==> config.mk <==
export PLATFORM = sky130hd
export DESIGN_NAME = can_accept_filter
export DESIGN_NICKNAME = d
export VERILOG_FILES = /design/src/rtl/can_filt_pkg.sv /design/src/rtl/can_filt_cfg.sv /design/src/rtl/can_filt_match.sv /design/src/rtl/can_filt_prio.sv /design/src/rtl/can_accept_filter.sv
export SDC_FILE = /design/constraint.sdc
export NUM_CORES = 1
export LEC_CHECK = 0
export ABC_AREA = 1
export BUFFER_PORTS_ARGS = -buffer_cell sky130_fd_sc_hd__buf_2
export CELL_PAD_IN_SITES_DETAIL_PLACEMENT = 0
export CELL_PAD_IN_SITES_GLOBAL_PLACEMENT = 1
export CORE_MARGIN = 2
export CORE_UTILIZATION = 46
export DETAILED_ROUTE_END_ITERATION = 7
export PLACE_DENSITY_LB_ADDON = 0.1
export SYNTH_ARGS = -nofsm -noshare
export SYNTH_HDL_FRONTEND = slang
export SYNTH_SLANG_ARGS = --single-unit
==> constraint.sdc <==
create_clock -name clk -period 2.6 [get_ports clk]
set_input_delay 0.39 -clock clk [delete_from_list [all_inputs] [get_ports clk]]
set_output_delay 0.39 -clock clk [all_outputs]
set_load 0.03 [all_outputs]
==> src/rtl/can_filt_pkg.sv <==
package can_filt_pkg;
    localparam int ID_W      = 29;
    localparam int STD_W     = 11;
    localparam int NUM_SLOTS = 15;
    localparam int IDX_W     = $clog2(NUM_SLOTS + 1);
    localparam int ADDR_W    = $clog2(NUM_SLOTS + 2);

    typedef struct packed {
        logic [ID_W-1:0] id;
        logic            tx;
        logic            en;
        logic            ext;
    } slot_t;
endpackage

==> src/rtl/can_filt_cfg.sv <==
module can_filt_cfg
    import can_filt_pkg::*;
#(
    parameter int N   = NUM_SLOTS,
    parameter int IW  = ID_W,
    parameter int AW  = ADDR_W
) (
    input  logic                clk,
    input  logic                rst_n,
    input  logic                cfg_we,
    input  logic [AW-1:0]       cfg_addr,
    input  logic [IW-1:0]       cfg_id,
    input  logic                cfg_tx,
    input  logic                cfg_en,
    input  logic                cfg_ext,
    output logic [IW-1:0]       gmask,
    output logic [IW-1:0]       lmask,
    output slot_t [N-1:0]       slots
);
    localparam logic [AW-1:0] ADDR_GMASK = '0;
    localparam logic [AW-1:0] ADDR_LMASK = AW'(N + 1);

    typedef struct packed {
        logic [IW-1:0] gmask;
        logic [IW-1:0] lmask;
        slot_t [N-1:0] slots;
    } cfg_state_t;

    cfg_state_t st_d, st_q;

    always_comb begin
        st_d = st_q;
        if (cfg_we) begin
            if (cfg_addr == ADDR_GMASK) begin
                st_d.gmask = cfg_id;
            end
            if (cfg_addr == ADDR_LMASK) begin
                st_d.lmask = cfg_id;
            end
            for (int i = 0; i < N; i++) begin
                if (cfg_addr == AW'(i + 1)) begin
                    st_d.slots[i].id  = cfg_id;
                    st_d.slots[i].tx  = (i == N - 1) ? 1'b0 : cfg_tx;
                    st_d.slots[i].en  = cfg_en;
                    st_d.slots[i].ext = cfg_ext;
                end
            end
        end
    end

    always_ff @(posedge clk or negedge rst_n) begin
        if (!rst_n) begin
            st_q.gmask <= '1;
            st_q.lmask <= '1;
            st_q.slots <= '0;
        end else begin
            st_q <= st_d;
        end
    end

    assign gmask = st_q.gmask;
    assign lmask = st_q.lmask;
    assign slots = st_q.slots;
endmodule

==> src/rtl/can_filt_match.sv <==
module can_filt_match
    import can_filt_pkg::*;
#(
    parameter int N  = NUM_SLOTS,
    parameter int IW = ID_W,
    parameter int SW = STD_W
) (
    input  logic [IW-1:0]  rx_id,
    input  logic           rx_ext,
    input  logic [IW-1:0]  gmask,
    input  logic [IW-1:0]  lmask,
    input  slot_t [N-1:0]  slots,
    output logic [N-1:0]   match_vec
);
    localparam logic [IW-1:0] STD_FIELD = {{(IW-SW){1'b0}}, {SW{1'b1}}};

    logic [IW-1:0] width_mask;
    assign width_mask = rx_ext ? '1 : STD_FIELD;

    for (genvar g = 0; g < N; g++) begin : g_slot
        logic [IW-1:0] eff_mask;
        logic          id_eq;
        if (g == N - 1) begin : g_last
            assign eff_mask = lmask & width_mask;
        end else begin : g_shared
            assign eff_mask = gmask & width_mask;
        end
        assign id_eq = (((slots[g].id ^ rx_id) & eff_mask) == '0);
        assign match_vec[g] = slots[g].en & ~slots[g].tx
                            & (slots[g].ext == rx_ext) & id_eq;
    end
endmodule

==> src/rtl/can_filt_prio.sv <==
module can_filt_prio #(
    parameter int N  = 15,
    parameter int XW = $clog2(N + 1)
) (
    input  logic [N-1:0]  match_vec,
    output logic          any,
    output logic [XW-1:0] idx
);
    always_comb begin
        idx = '0;
        for (int i = N - 1; i >= 0; i--) begin
            if (match_vec[i]) begin
                idx = XW'(i + 1);
            end
        end
        any = |match_vec;
    end
endmodule

==> src/rtl/can_accept_filter.sv <==
module can_accept_filter
    import can_filt_pkg::*;
#(
    parameter int N  = NUM_SLOTS,
    parameter int IW = ID_W,
    parameter int SW = STD_W,
    parameter int AW = ADDR_W,
    parameter int XW = IDX_W
) (
    input  logic          clk,
    input  logic          rst_n,
    input  logic          rx_valid,
    input  logic [IW-1:0] rx_id,
    input  logic          rx_ext,
    input  logic          cfg_we,
    input  logic [AW-1:0] cfg_addr,
    input  logic [IW-1:0] cfg_id,
    input  logic          cfg_tx,
    input  logic          cfg_en,
    input  logic          cfg_ext,
    output logic          hit,
    output logic [XW-1:0] hit_idx
);
    typedef struct packed {
        logic          hit;
        logic [XW-1:0] idx;
    } res_t;

    logic [IW-1:0] gmask, lmask;
    slot_t [N-1:0] slots;
    logic [N-1:0]  match_vec;
    logic          any_match;
    logic [XW-1:0] win_idx;
    res_t          res_d, res_q;

    can_filt_cfg #(.N(N), .IW(IW), .AW(AW)) cfg_i (
        .clk      (clk),
        .rst_n    (rst_n),
        .cfg_we   (cfg_we),
        .cfg_addr (cfg_addr),
        .cfg_id   (cfg_id),
        .cfg_tx   (cfg_tx),
        .cfg_en   (cfg_en),
        .cfg_ext  (cfg_ext),
        .gmask    (gmask),
        .lmask    (lmask),
        .slots    (slots)
    );

    can_filt_match #(.N(N), .IW(IW), .SW(SW)) match_i (
        .rx_id     (rx_id),
        .rx_ext    (rx_ext),
        .gmask     (gmask),
        .lmask     (lmask),
        .slots     (slots),
        .match_vec (match_vec)
    );

    can_filt_prio #(.N(N), .XW(XW)) prio_i (
        .match_vec (match_vec),
        .any       (any_match),
        .idx       (win_idx)
    );

    always_comb begin
        res_d.hit = rx_valid & any_match;
        res_d.idx = res_d.hit ? win_idx : '0;
    end

    always_ff @(posedge clk or negedge rst_n) begin
        if (!rst_n) begin
            res_q <= '0;
        end else begin
            res_q <= res_d;
        end
    end

    assign hit     = res_q.hit;
    assign hit_idx = res_q.idx;
endmodule

== Yosys cells after proc, flatten, opt, wreduce, memory -nomap -nowiden ==
Index checks and enable logic that the tools add are counted.

* Register bits: 542
* Input port bits: 71
* Output and inout port bits: 5
* Logic and storage cells: 236

* Equality and inequality tests: 31
* Multiplexer cells: 17
* Bitwise logic cells: 91
* Reductions and logical operators: 34

{| class="wikitable"
|+ Operators with widths
! operator !! number
|-
| bitwise AND 29 bit || 17
|-
| zero test 29 bit || 15
|-
| XOR 29 bit || 15
|-
| two-way mux 4 bit || 16
|-
| bitwise AND 1 bit || 45
|-
| == test 5 x 4 -> 1 bit (second input constant) || 8
|-
| AND reduction 2 bit || 17
|-
| two-way mux 29 bit || 1
|-
| == test 5 x 3 -> 1 bit (second input constant) || 4
|-
| == test 1 bit || 15
|-
| OR reduction 15 bit || 1
|-
| NOT 1 bit || 14
|-
| == test 5 x 2 -> 1 bit (second input constant) || 2
|-
| == test 5 x 1 -> 1 bit (second input constant) || 1
|-
| == test 5 bit (second input constant) || 1
|-
| zero test 5 bit || 1
|}

== Logic depth before layout (Yosys ltp) ==
* Depth in word-level cells: 21
* Depth in mapped cells: 25
* Mapped depth without buffers: 23

== Modules after synthesis ==
A second synthesis with hierarchy kept.

* Cell total of the unflattened synthesis: 4918
* Area, all modules: 31834.3 um^2

{| class="wikitable"
|+ Modules (own cells, without submodules)
! module !! times used !! cells each !! area an instance (um^2) !! sequential area each (um^2)
|-
| can_filt_cfg || 1 || 2422 || 21358.0 || 13510.5
|-
| can_filt_match || 1 || 2433 || 10116.0 || 0.0
|-
| can_filt_prio || 1 || 48 || 195.2 || 0.0
|-
| can_accept_filter || 1 || 15 || 165.2 || 125.1
|}

== Worst setup path after synthesis ==
Ideal clock, no wire load.

* Kind: reg2reg
* Start point: register, netlist name cfg_i.gmask[5]
* End point: register res_q (netlist bit hit_idx[2])
* Setup time: 0.120 ns
* Data arrival time: 1.945 ns
* Required time: 2.480 ns
* Setup slack: 0.535 ns
* Stages on the path, launching flop included: 17
* Buffers on the path: 1
* Clock period less this slack: 2.065 ns
* Path through: dfstp_2 -> buf_2 -> inv_1 -> a21oi_1 -> nand2_1 -> o21ai_1 -> nor2_1 -> nand2_1 -> nor2_1 -> nand2_1 -> o21ai_1 -> nand3b_1 -> nor3_2 -> nand3_1 -> nand2_2 -> inv_2 -> and3_1

{| class="wikitable"
|+ RTL lines
! element !! line !! RTL
|-
| to (signal assigned) || can_accept_filter.sv:74 || <nowiki>res_q <= res_d;</nowiki>
|-
| to (decl) || can_accept_filter.sv:34 || <nowiki>res_t res_d, res_q;</nowiki>
|}

==> metrics.md <==
| Metric | Value |
|---|---|
| DP HPWL | 67300 um |
| Syn Std Cell Area | 27200 sq um |
| Drt first pass iters | 6 |
| Die Wd | 247 um |
| Peak VDD IR | 0.555 mV |
| Clk_lat worst skew | 0.64 ns |
| DR vias | 24721 |
| Number of buffers created by CTS | 61 |
| EDFF count, synth | 0 |
| First-pass GRT wire length | 145000 um |
| Leakage | 15.2 nW |
| Total congestion overflow | 0 |
| DRT Wirelength | 97000 um |
| Fraction of layout instances using a drive strength above 1 | 16.1% |
| Nets@finish | 3768 |
| Period utilisation layout | 101% |
| Failing checks | setup timing |
| Arrival time at the worst endpoint | 3.20 ns |
| Placeable core area | 58800 sq um |
| Share of the synthesized area in the top cell type | 44.5% |
| Fin area | 32100 sq um |
| Ys flop type | dfrtp_1 |
| Crit path max fanout | 5 |
| RSZ-0062 raised after global routing | yes |
| Placement Setup Slack | -0.451 ns |
| Max-slew headroom | 40.3% |
| Pin count of the biggest net entering global routing | 65 |
| TritonCTS Sinks | 542 |
| Die area | 61200 sq um |
| Flops & latches, synth | 542 |
| CP Class | register to register |
| Boundary Pins | 76 |
| Syn_nets | 3609 |
| Gp weighted congestion | 0.942 |
| Fmax | 381 MHz |
| CTS tree | built |
| Initial antenna violation count | 0 |
| Vias per inst | 5.47 |
| Biggest area consumer among synthesized cells | dfrtp_1 |
| Vias in the first global route | 22585 |
| Die Span Y | 247 um |
| Drt wl/cell | 21.5 um |
| Slew Limit Fails | 0 |
| Post-synthesis cell type count | 47 |
| # port buffers | 75 |
| Drt drc | 0 |
| Root Buffer | clkbuf_16 |
| Skew final | 0.0150 ns |
| Final setup fails | 1 |
| Total power | 26.1 mW |
| Most common cell after layout, fill and taps aside | nand2_1 |
| Initial Utilization | 46.3% |
| Routed Antenna Nets | 0 |
| # rows | 89 |
| Worst Max-Slew Pin Slew | 0.896 ns |
| Core Util, Final | 54.6% |
| PnR worst setup slack | -0.0218 ns |
| Outcome | finished with violations |
| Max Cap Violations | 0 |
| Worst EP required | 3.18 ns |
| Worst path top cell family by delay | simple AND/OR/NAND/NOR gates |
| CP bufs+invs | 3 |
| Ys async rst share | 100% |
| Mean post-synth cell area | 7.70 sq um |
| DR iter-0 viols | 2579 |
| Hold WS | 0.0824 ns |
| Placed inst area | 29700 sq um |
| Sequential area share after synthesis | 50.1% |
| Hold Crit Class | primary input to register |
| Critical path's slowest cell | dfstp_2 |
| Worst setup SP type | register |
| Max Buffers Root-to-Sink | 3 |
| Worst-path cell chain | nand2_2, clkinvlp_4, nand3_1, nand2_1, nor2_2, nand4_1, nor2_4, nand3_2, buf_4, nand3b_1, buf_4, nand4_1, nand2_1, and3_1 |
| Worst Setup End Kind | register |
| Yosys Warn Count | 0 |
| Post-route minimum period | 2.62 ns |
| Syn Inst Count | 3538 |
| CTS clock-pin slew for the worst setup and hold paths | 0.06 ns |
| Critical path's largest stage delay | 0.37 ns |
| Most frequent cells in the layout | 985 x nand2_1, 778 x o21ai_0, 484 x dfrtp_1 |
| P per Cell Area | 815 nW/um^2 |
| Dominant cells by area after synthesis | dfrtp_1 44%, o21ai_0 14%, nand2_1 14% |
| Fin. Hold Viols | 0 |
| H-tree depth | 2 |
| Overall Global Routing Usage | 32.1% |
| Area delta synth->final | 17.8% |
==> power by group <==
| part | switching, mW | internal (mW) | leakage, nW |
|---|---|---|---|
| Sequential | 1.17 | 10.1 | 6.89 |
| Combinational | 3.52 | 2.27 | 7.27 |
| Clock | 3.63 | 5.43 | 1.03 |
| Total | 8.32 | 17.8 | 15.2 |
==> path summary, 6_finish.rpt <==
check	start	endpoint	slack, ns	cells past startpoint
hold reg to reg	cfg_i.slots[1]$_DFFE_PN0P_	cfg_i.slots[1]$_DFFE_PN0P_	0.48	2
max in group asynchronous	rst_n	cfg_i.lmask[8]$_DFFE_PN1P_	1.39	3
min in group asynchronous	rst_n	cfg_i.slots[394]$_DFFE_PN0P_	0.34	2
hold / removal	rx_valid	hit_idx[3]$_DFF_PN0_	0.08	2
setup / recovery	cfg_i.gmask[11]$_DFFE_PN1P_	hit_idx[2]$_DFF_PN0_	-0.02	14
setup reg to reg	cfg_i.gmask[11]$_DFFE_PN1P_	hit_idx[2]$_DFF_PN0_	-0.02	14
==> cells by family (layout without fill, tap and decap cells) <==
logic type	after synthesis	in the layout	share of synthesized area, %
simple gates	1461	1461	21.7
compound gates	1054	1054	19.9
flops	542	542	50.1
buf+inv	427	638	6.62
xor+xnor	54	54	1.74
other cells	0	1	0
==> repair_timing <==
action / CTS / global route
setup buffers: 2 / 4
hold buffers: 1 / 0
hold endpoints to repair: 33 / 0
resized for setup: 6 / 50
endpoints found under the setup margin: 5 / 5
pin swaps: 2 / 8
==> registers in the layout, indices dropped and copies added (netlist names) <==
name         flops
cfg_i.slots    479
cfg_i.gmask     29
hit_idx          4
hit              1
cfg_i.lmask     29
==> layout make-up <==
| type | instances | area [sq um] |
|---|---|---|
| Antenna cell | 1 | 2.50 |
| Clock buffer | 97 | 1840 |
| Clock inverter | 18 | 253 |
| Fill cell | 5549 | 26700 |
| Inverter | 180 | 701 |
| Multi-Input combinational cell | 2569 | 12000 |
| Sequential cell | 542 | 13600 |
| Tap cell | 773 | 967 |
| Timing Repair Buffer | 343 | 2700 |
==> routing by layer <==
metal	vias to the layer above	track usage (%)	part of all wire (%)
li1	11940	-	-
met1	11661	45.9	44
met2	969	48.2	43
met3	149	6.86	9.4
met4	2	11.3	3.6
met5	-	0.795	0.069
==> synthesized netlist by cell type (2+ instances only) <==
cell          n
nand2_1    1013
o21ai_0     782
dfrtp_1     484
nor2_1      256
a21oi_1     202
inv_1       171
clkbuf_1    155
buf_2        67
nand3_1      64
dfstp_2      58
xnor2_1      46
nand4_1      37
or2_2        29
a21o_1       21
nor4_1       20
nor3_1       17
buf_4        15
o21ai_1      14
o22ai_1      12
nand2_2       9
xor2_1        8
inv_2         7
nand3b_1      6
o2111ai_1     6
buf_6         5
a211oi_1      4
nand2_4       4
buf_1         3
o211ai_1      3
a31oi_1       2
nor3b_1       2
==> through the flow <==
stage / setup TNS (ns) / std cells
global placement: -2.31 / 4400
floorplan: 0 / 3538
finish: -0.0218 / 4523
global route: -0.214 / 4522
detailed placement: -2.13 / 4400
CTS: 0 / 4518
Power figures use the tool's default switching activity.
